## src/rtl/trn_pkg.sv

```systemverilog
package trn_pkg;
    localparam int DATA_W     = 16;
    localparam int TRAIN_REPS = 10;
    localparam int PAT_LEN    = 1 + 2 * TRAIN_REPS;
    localparam logic [DATA_W-1:0] IDLE_CW = 16'h0F0F;
    localparam logic [DATA_W-1:0] TRN_CW  = 16'h0FFF;
    localparam logic [DATA_W-1:0] TRN_DW  = 16'hF000;

    typedef struct packed {
        logic              ctrl;
        logic [DATA_W-1:0] word;
    } lane_word_t;

    // Word at a given position of one copy of the training pattern
    function automatic lane_word_t pat_word(input int unsigned idx);
        lane_word_t w;
        if (idx == 0) begin
            w.ctrl = 1'b1;
            w.word = IDLE_CW;
        end else if (idx <= TRAIN_REPS) begin
            w.ctrl = 1'b1;
            w.word = TRN_CW;
        end else begin
            w.ctrl = 1'b0;
            w.word = TRN_DW;
        end
        return w;
    endfunction
endpackage

```

## src/rtl/trn_sched.sv

```systemverilog
module trn_sched
    import trn_pkg::*;
#(
    parameter int ALPHA_W = 8,
    parameter int MAXT_W  = 16
) (
    input  logic               clk,
    input  logic               rst,
    input  logic [ALPHA_W-1:0] cfg_alpha,
    input  logic [MAXT_W-1:0]  cfg_max_t,
    input  logic               in_valid,
    input  logic               in_ctrl,
    output logic               active,
    output lane_word_t         tr,
    output logic               in_ready
);
    localparam int IDX_W = $clog2(PAT_LEN);
    localparam logic [IDX_W-1:0] IDX_LAST = IDX_W'(PAT_LEN - 1);

    logic [MAXT_W-1:0]  cnt;
    logic               pending;
    logic               in_train;
    logic [IDX_W-1:0]   idx;
    logic [ALPHA_W-1:0] rep;

    logic               start;
    logic [IDX_W-1:0]   cur_idx;
    logic [ALPHA_W-1:0] cur_rep;

    // A burst may open only where no data word of a packet is waiting
    assign start    = pending && !in_train && (!in_valid || in_ctrl);
    assign active   = in_train || start;
    assign cur_idx  = in_train ? idx : '0;
    assign cur_rep  = in_train ? rep : '0;
    assign in_ready = !active;
    assign tr       = pat_word(int'(cur_idx));

    always_ff @(posedge clk) begin
        if (rst) begin
            cnt      <= '0;
            pending  <= 1'b0;
            in_train <= 1'b0;
            idx      <= '0;
            rep      <= '0;
        end else if (active) begin
            pending <= 1'b0;
            if (cur_idx == IDX_LAST) begin
                idx <= '0;
                if (cur_rep == cfg_alpha) begin
                    in_train <= 1'b0;
                    rep      <= '0;
                    cnt      <= '0;
                end else begin
                    in_train <= 1'b1;
                    rep      <= cur_rep + ALPHA_W'(1);
                end
            end else begin
                in_train <= 1'b1;
                idx      <= cur_idx + IDX_W'(1);
                rep      <= cur_rep;
            end
        end else if (cfg_max_t == '0) begin
            pending <= 1'b0;
            cnt     <= '0;
        end else if (!pending) begin
            if (cnt >= cfg_max_t - MAXT_W'(1)) begin
                pending <= 1'b1;
                cnt     <= '0;
            end else begin
                cnt <= cnt + MAXT_W'(1);
            end
        end
    end
endmodule

```

## src/rtl/dip_corrupt.sv

```systemverilog
module dip_corrupt #(
    parameter int ERR_W = 4
) (
    input  logic             clk,
    input  logic             rst,
    input  logic             ins_set,
    input  logic [ERR_W-1:0] cfg_err_cnt,
    input  logic             hit,
    output logic             flip,
    output logic             ins_busy
);
    logic [ERR_W-1:0] left;

    assign flip = ins_busy && hit;

    always_ff @(posedge clk) begin
        if (rst) begin
            ins_busy <= 1'b0;
            left     <= '0;
        end else if (!ins_busy) begin
            if (ins_set && cfg_err_cnt != '0) begin
                ins_busy <= 1'b1;
                left     <= cfg_err_cnt;
            end
        end else if (hit) begin
            left <= left - ERR_W'(1);
            if (left == ERR_W'(1)) begin
                ins_busy <= 1'b0;
            end
        end
    end
endmodule

```

## src/rtl/lane_skew.sv

```systemverilog
module lane_skew #(
    parameter int MAX_SKEW = 3,
    parameter int SKEW_W   = $clog2(MAX_SKEW + 1)
) (
    input  logic              clk,
    input  logic              rst,
    input  logic              bit_in,
    input  logic [SKEW_W-1:0] dly,
    output logic              bit_out
);
    logic [MAX_SKEW:0] tap;

    assign tap[0] = bit_in;

    for (genvar k = 1; k <= MAX_SKEW; k++) begin : g_stage
        logic q;
        always_ff @(posedge clk) begin
            if (rst) q <= 1'b0;
            else     q <= tap[k-1];
        end
        assign tap[k] = q;
    end

    assign bit_out = tap[dly];
endmodule

```

## src/rtl/egress_train_inj.sv

```systemverilog
module egress_train_inj
    import trn_pkg::*;
#(
    parameter int ALPHA_W  = 8,
    parameter int MAXT_W   = 16,
    parameter int ERR_W    = 4,
    parameter int MAX_SKEW = 3,
    localparam int SKEW_W  = $clog2(MAX_SKEW + 1)
) (
    input  logic               clk,
    input  logic               rst,
    input  logic               in_valid,
    input  logic               in_ctrl,
    input  logic [DATA_W-1:0]  in_word,
    output logic               in_ready,
    input  logic [ALPHA_W-1:0] cfg_alpha,
    input  logic [MAXT_W-1:0]  cfg_max_t,
    input  logic [ERR_W-1:0]   cfg_err_cnt,
    input  logic               ins_set,
    input  logic [SKEW_W-1:0]  cfg_bit_dly,
    output logic               ins_busy,
    output logic               out_valid,
    output logic               out_ctrl,
    output logic               out_train,
    output logic [DATA_W-1:0]  out_word
);
    logic       active;
    lane_word_t tr;
    logic       hit;
    logic       flip;
    lane_word_t nxt;
    logic       nxt_v;
    lane_word_t w_q;
    logic       lane0;

    trn_sched #(.ALPHA_W(ALPHA_W), .MAXT_W(MAXT_W)) i_sched (
        .clk      (clk),
        .rst      (rst),
        .cfg_alpha(cfg_alpha),
        .cfg_max_t(cfg_max_t),
        .in_valid (in_valid),
        .in_ctrl  (in_ctrl),
        .active   (active),
        .tr       (tr),
        .in_ready (in_ready)
    );

    assign hit = in_valid && in_ready && in_ctrl;

    dip_corrupt #(.ERR_W(ERR_W)) i_corrupt (
        .clk        (clk),
        .rst        (rst),
        .ins_set    (ins_set),
        .cfg_err_cnt(cfg_err_cnt),
        .hit        (hit),
        .flip       (flip),
        .ins_busy   (ins_busy)
    );

    always_comb begin
        nxt   = '0;
        nxt_v = 1'b0;
        if (active) begin
            nxt   = tr;
            nxt_v = 1'b1;
        end else if (in_valid) begin
            nxt.ctrl = in_ctrl;
            nxt.word = in_word ^ {{(DATA_W-1){1'b0}}, flip};
            nxt_v    = 1'b1;
        end
    end

    always_ff @(posedge clk) begin
        if (rst) begin
            w_q       <= '0;
            out_valid <= 1'b0;
            out_train <= 1'b0;
        end else begin
            w_q       <= nxt;
            out_valid <= nxt_v;
            out_train <= active;
        end
    end

    lane_skew #(.MAX_SKEW(MAX_SKEW), .SKEW_W(SKEW_W)) i_skew (
        .clk    (clk),
        .rst    (rst),
        .bit_in (w_q.word[0]),
        .dly    (cfg_bit_dly),
        .bit_out(lane0)
    );

    assign out_ctrl = w_q.ctrl;
    assign out_word = {w_q.word[DATA_W-1:1], lane0};
endmodule

```

## config.mk

```make
export PLATFORM = sky130hd
export DESIGN_NAME = egress_train_inj
export DESIGN_NICKNAME = d
export VERILOG_FILES = /design/src/rtl/trn_pkg.sv /design/src/rtl/trn_sched.sv /design/src/rtl/dip_corrupt.sv /design/src/rtl/lane_skew.sv /design/src/rtl/egress_train_inj.sv
export SDC_FILE = /design/constraint.sdc
export NUM_CORES = 1
export LEC_CHECK = 0
export BUFFER_PORTS_ARGS = -buffer_cell sky130_fd_sc_hd__buf_2
export CORE_ASPECT_RATIO = 0.8
export CORE_UTILIZATION = 55
export DETAILED_ROUTE_END_ITERATION = 10
export PLACE_DENSITY = 0.79
export SYNTH_ARGS = -nofsm -noshare
export SYNTH_HDL_FRONTEND = slang
export SYNTH_HIERARCHICAL = 1
export SYNTH_SLANG_ARGS = --single-unit
```

## constraint.sdc

```tcl
create_clock -name clk -period 9.5 [get_ports clk]
set_clock_uncertainty 0.15 [all_clocks]
set_input_delay 0.475 -clock clk [delete_from_list [all_inputs] [get_ports clk]]
set_output_delay 0.475 -clock clk [all_outputs]
set_load 0.005 [all_outputs]
```

* Yosys cells after proc, flatten, opt, wreduce, memory -nomap -nowiden
Index checks and enable logic that the tools add are counted. W data, S select, Z words.
Word-level totals: output and inout port bits 21, input port bits 51, register bits 58, word-level logic and storage cells 78
Cells by class: magnitude comparators 3, bitwise operators 1, reductions and logical operators 18, equality and inequality tests 7, muxes and demuxes 30, $add $sub $neg 5
Operators with widths (count):
- $mux W16 | 6
- $mux W17 | 4
- $mux W8 | 3
- $add A16 B1 Y16 const B | 1
- $ge A16 B16 Y1 | 1
- $logic_not A16 Y1 | 1
- $sub A16 B1 Y16 const B | 1
- $xor A16 B1 Y16 | 1
- $mux W4 | 3
- $mux W1 | 11
- $mux W5 | 2
- $add A8 B1 Y8 const B | 1
- $eq A8 B8 Y1 | 1
- $logic_and A1 B1 Y1 | 6
- $ne A2 B1 Y1 const B | 3
- $add A5 B1 Y5 const B | 1
- $eq A5 B5 Y1 const B | 1
- $le A5 B4 Y1 const B | 1
- $logic_not A5 Y1 | 1
- $eq A4 B1 Y1 const B | 1
- $reduce_bool A4 Y1 | 1
- $sub A4 B1 Y4 const B | 1
- $logic_not A1 Y1 | 3
- $lt A2 B3 Y1 const B | 1
- other kinds (7) | 8

* Longest topological paths before layout
depth in word-level cells 11, gate-level depth with buffers 16, depth with buffers taken out 14

* By module
Netlist, hierarchy kept.
By module, submodules not included:
- trn_sched | instances 1, cells each 344, area an instance 2720.1 µm², sequential area each 620.6 µm²
- egress_train_inj | instances 1, cells each 99, area an instance 865.8 µm², sequential area each 380.4 µm²
- dip_corrupt | instances 1, cells each 38, area an instance 361.6 µm², sequential area each 100.1 µm²
- lane_skew | instances 1, cells each 7, area an instance 101.3 µm², sequential area each 60.1 µm²

* Worst setup path before layout
No wires, ideal clock.
path kind in2reg, from input cfg_max_t[9], to register i_sched.cnt[11], arrival time 3101 ps, data required time 9225 ps, slack 6124 ps, cell stages on the path 12, cell sequence or4_1 -> or3_1 -> nor3_1 -> xnor2_1 -> ha_1 -> nand4_1 -> nor4_1 -> a211oi_1 -> o21bai_1 -> nor2b_2 -> buf_6 -> a21oi_1
Between the ends: word-level cells in the longest chain between the ends 6, elaborated cells on any way between the ends 9, classes of those cells 1 x add/sub; 1 x order compare; 1 x eq/ne; 4 x mux; 2 x reduce/logical
Ends and longest elaborated chain:
- from (decl) | line egress_train_inj.sv:17 | input logic [MAXT_W-1:0] cfg_max_t,
- $sub A16 B1 Y16 | line trn_sched.sv:66 | if (cnt >= cfg_max_t - MAXT_W'(1)) begin
- $ge A16 B16 Y1 | line trn_sched.sv:66
- $mux W16 | line trn_sched.sv:66
- $mux W16 | line trn_sched.sv:65 | end else if (!pending) begin
- $mux W16 | line trn_sched.sv:62 | end else if (cfg_max_t == '0) begin
- $mux W16 | line trn_sched.sv:45 | end else if (active) begin
- to (signal assigned) | line trn_sched.sv:70 | cnt <= cnt + MAXT_W'(1);
- to (decl) | line trn_sched.sv:20 | logic [MAXT_W-1:0] cnt;
Parallel ways exist; a longest one is shown, timed or not. The select of a mux whose other input is x is not followed. A chain may end at the register's enable or synchronous reset.

* Worst setup path after layout
from input cfg_max_t[3], to register i_sched.cnt[12]
Same word-level chain as after synthesis.

==> results.sh <==
export IMPL_layout_drive_gt1_share=0.2023
export IMPL_synth_avg_cell_area_sq_um=8.297
export IMPL_period_needed_ns=3.711
export IMPL_grt_setup_unrepaired="no"
export IMPL_dp_cells=595
export IMPL_final_cell_mix="buf_2 (71), dfxtp_1 (58), nand2_1 (46), a21oi_1 (39), nor2_1 (31)"
export IMPL_fin_crit_sh=0.3906
export IMPL_critPathMaxStageDelay_ns=0.58
export IMPL_gp_congestion=0.8404
export IMPL_cts_tree="yes"
export IMPL_antenna_left=0
export IMPL_cts_buffer_depth=2
export IMPL_critical_path_max_fanout=14
export IMPL_grt_max_degree=46
export IMPL_p_per_area_nw_per_um2=131.4
export IMPL_core_sq_um=6993
export IMPL_cts_setup_buffers=0
export IMPL_ctsHoldBuffers=0
export IMPL_start_kind="input pin"
export IMPL_rows=27
export IMPL_die_area_sq_um=7711
export IMPL_drv_cap=0
export IMPL_wl_met3_microns=518
export IMPL_wl_per_cell_microns=14.17
export IMPL_clk_pin_slew_worst_paths_ns=0.06
export IMPL_outcome="finished, violations left"
export IMPL_worstSetupEndpointType="flip-flop"
export IMPL_top_layer="met4"
export IMPL_pin_count=72
export IMPL_crit_slowest_cell="nor2b_2"
export IMPL_io_buffers=71
export IMPL_drt_total_wl_mm=8.660
export IMPL_grt_pass1_vias=3209
export IMPL_antenna_found_initial=0
export IMPL_ys_types=67
export IMPL_fp_dieH_microns=78.74
export IMPL_tightest_slew_ns=0.9179
export IMPL_critPathTopFamily="simple AND/OR/NAND/NOR gates"
export IMPL_drc_errors=5
export IMPL_synthesis_area_sq_um=4049
export IMPL_yosys_warnings=6
export IMPL_dpl_hpwl_mm=6.304
export IMPL_cts_max_level=3
export IMPL_synth_main_ff_cell="dfxtp_1"
export IMPL_cts_root_buf="clkbuf_8"
export IMPL_seq_area_frac_synth=0.2868
export IMPL_syn_inst=488
export IMPL_clk_latency_ns=0.33
export IMPL_overflow=0
export IMPL_reg2reg_slack_ns=6.47
export IMPL_grt_pass1_wl_mm=14.70
export IMPL_first_pass_iters=8
export IMPL_track_usage=0.2316
export IMPL_critical_path_buf_inv_count=1
export IMPL_cts_resized_gates=0
export IMPL_drv_slew=0
export IMPL_power_leakage_nw=1.745
export IMPL_final_setup_viol_count=0
export IMPL_drt_met1_wl_mm=4.094
export IMPL_max_freq_ghz=0.2695
export IMPL_synth_edff_count=0
export IMPL_initial_core_util=0.5790
export IMPL_drt_iter0_markers=235
export IMPL_antennaDiodeCount=0
export IMPL_ir_worst_vdd_mv=0.07159
export IMPL_cts_sinks=58
export IMPL_routed_via_count=3606
export IMPL_max_slew_margin=0.3872
export IMPL_synthToLayoutAreaGrowth_pct=7.540
export IMPL_final_common_cell="buf_2"
export IMPL_instances_no_fill=611
export IMPL_finalHoldViolations=0
export IMPL_finalSetupTns_ns=0
export IMPL_ys_ff_latch=58
export IMPL_cts_buffers=9
export IMPL_cp_required_ns=9.54
export IMPL_violations="design-rule violations"
export IMPL_synthArstFlopShare=0
export IMPL_arrival_ns=3.75
export IMPL_finalNetCount=594
export IMPL_hold_class="input pin to flip-flop"
export IMPL_synth_nets=563
export IMPL_crit_type="input pin to flip-flop"
export IMPL_chipWidth_microns=97.93
export IMPL_drt_vias_per_instance=5.902
export IMPL_path_cells="buf_2, nor2_1, nand3_1, or3_1, or3_1, nor3_1, xnor2_1, ha_1, nand4_1, nor4_1, a211oi_1, o21bai_1, nor2b_2, nor3_1"
export IMPL_met2_length_mm=3.992
==> logic make-up (layout without fill, tap and decap cells) <==
kind of cell             after synthesis  after routing  share of synthesized area
AND/OR/NAND/NOR                      200            200                     0.2806
AO/OA/AOI/OAI                        107            107                     0.1758
buffers and inverters                 69            105                     0.1134
flip-flops                            58             58                     0.2868
XOR/XNOR                              26             26                    0.05624
adder cells (fa/ha/maj)               24             24                    0.07417
multiplexers                           4              4                    0.01298
==> cells in the mapped netlist, types with 3 or more instances <==
master / number / area (sq um)
nand2_1: 46 / 172.7
a21o_1: 6 / 45.04
nand3b_1: 19 / 142.6
buf_2: 6 / 30.03
mux2i_1: 3 / 30.03
a21oi_1: 39 / 195.2
or3_1: 4 / 25.02
xnor2_1: 20 / 175.2
inv_1: 16 / 60.06
o31ai_1: 7 / 52.55
a22oi_2: 3 / 37.54
buf_6: 7 / 78.83
or4_1: 4 / 30.03
dfxtp_1: 58 / 1161
o21a_1: 4 / 30.03
clkbuf_1: 5 / 18.77
nor3_1: 12 / 60.06
nand3_1: 20 / 100.1
o21ai_0: 12 / 60.06
ha_1: 24 / 300.3
a211oi_1: 4 / 30.03
buf_4: 32 / 240.2
xor2_1: 6 / 52.55
nor4_1: 8 / 50.05
and4bb_1: 3 / 37.54
a22oi_1: 6 / 45.04
and2_1: 4 / 25.02
nor2_1: 31 / 116.4
and3_1: 7 / 43.79
nand4_1: 13 / 81.33
o2111ai_1: 3 / 26.28
nor2b_1: 8 / 50.05
o211ai_1: 3 / 22.52
a31oi_1: 3 / 18.77
==> worst reg2reg max path: stages, from the launching register on <==
cell and delay (ns):
dfxtp_1 0.92, nand4b_1 0.19, a2bb2oi_1 0.19, a22oi_2 0.23, nand4_2 0.25, and3_1 0.31
nor2b_2 0.52, nor3_1 0.14
==> worst paths after layout <==
path,from,end,depth (start not counted)
worst min register to register,i_skew/g_stage[2].q$_SDFF_PP0_,i_skew/g_stage[3].q$_SDFF_PP0_,1
worst max register to register,i_sched/in_train$_SDFFE_PP0N_,i_sched/cnt[12]$_SDFFE_PP0P_,7
worst min-delay path,in_word[6],out_word[6]$_SDFF_PP0_,3
worst max-delay path,cfg_max_t[3],i_sched/cnt[12]$_SDFFE_PP0P_,14
==> layer usage <==
layer,GRT usage,vias up
met1,0.3187,1668
met3,0.04401,10
met2,0.3739,119
li1,-,1809
met4,0.05758,0
met5,0,-
==> cell type report <==
class / count / area, sq um
sequential: 58 / 1161
clock inverter: 4 / 73.82
timing repair buffer: 72 / 362.8
inverter: 17 / 63.81
multi-input combinational: 361 / 2429
fill: 594 / 2639
clock buffer: 12 / 155.1
tap: 87 / 108.9
==> stage by stage <==
step | total power [mW] | utilization | instance area, sq um | hold WS [ns] | worst slack [ns]
after global placement | 0.3181 | 0.5899 | 4125 | 0.2962 | 5.634
after global routing | 0.5966 | 0.6227 | 4354 | 0.2591 | 5.482
after detailed placement | 0.3206 | 0.5899 | 4125 | 0.3180 | 5.490
after CTS | 0.5753 | 0.6227 | 4354 | 0.2514 | 5.825
final | 0.5721 | 0.6227 | 4354 | 0.2598 | 5.789
after floorplan | 0.2992 | - | 4049 | 0.2824 | 6.124
==> state kept, by name, summed over array words and instances (netlist names), 3 cells and up <==
signal	count
i_corrupt/left	4
i_sched/cnt	16
i_sched/idx	5
i_sched/rep	8
i_skew/g_stage.q	3
out_word	15
==> power breakdown <==
| group | switching [mW] | leakage [nW] | internal, mW |
|---|---|---|---|
| Combinational | 0.0322 | 1.16 | 0.0285 |
| Clock | 0.0939 | 0.117 | 0.162 |
| Sequential | 0.00534 | 0.472 | 0.250 |
| Total | 0.131 | 1.74 | 0.441 |
No activity file was read; power rests on OpenSTA's default activity.
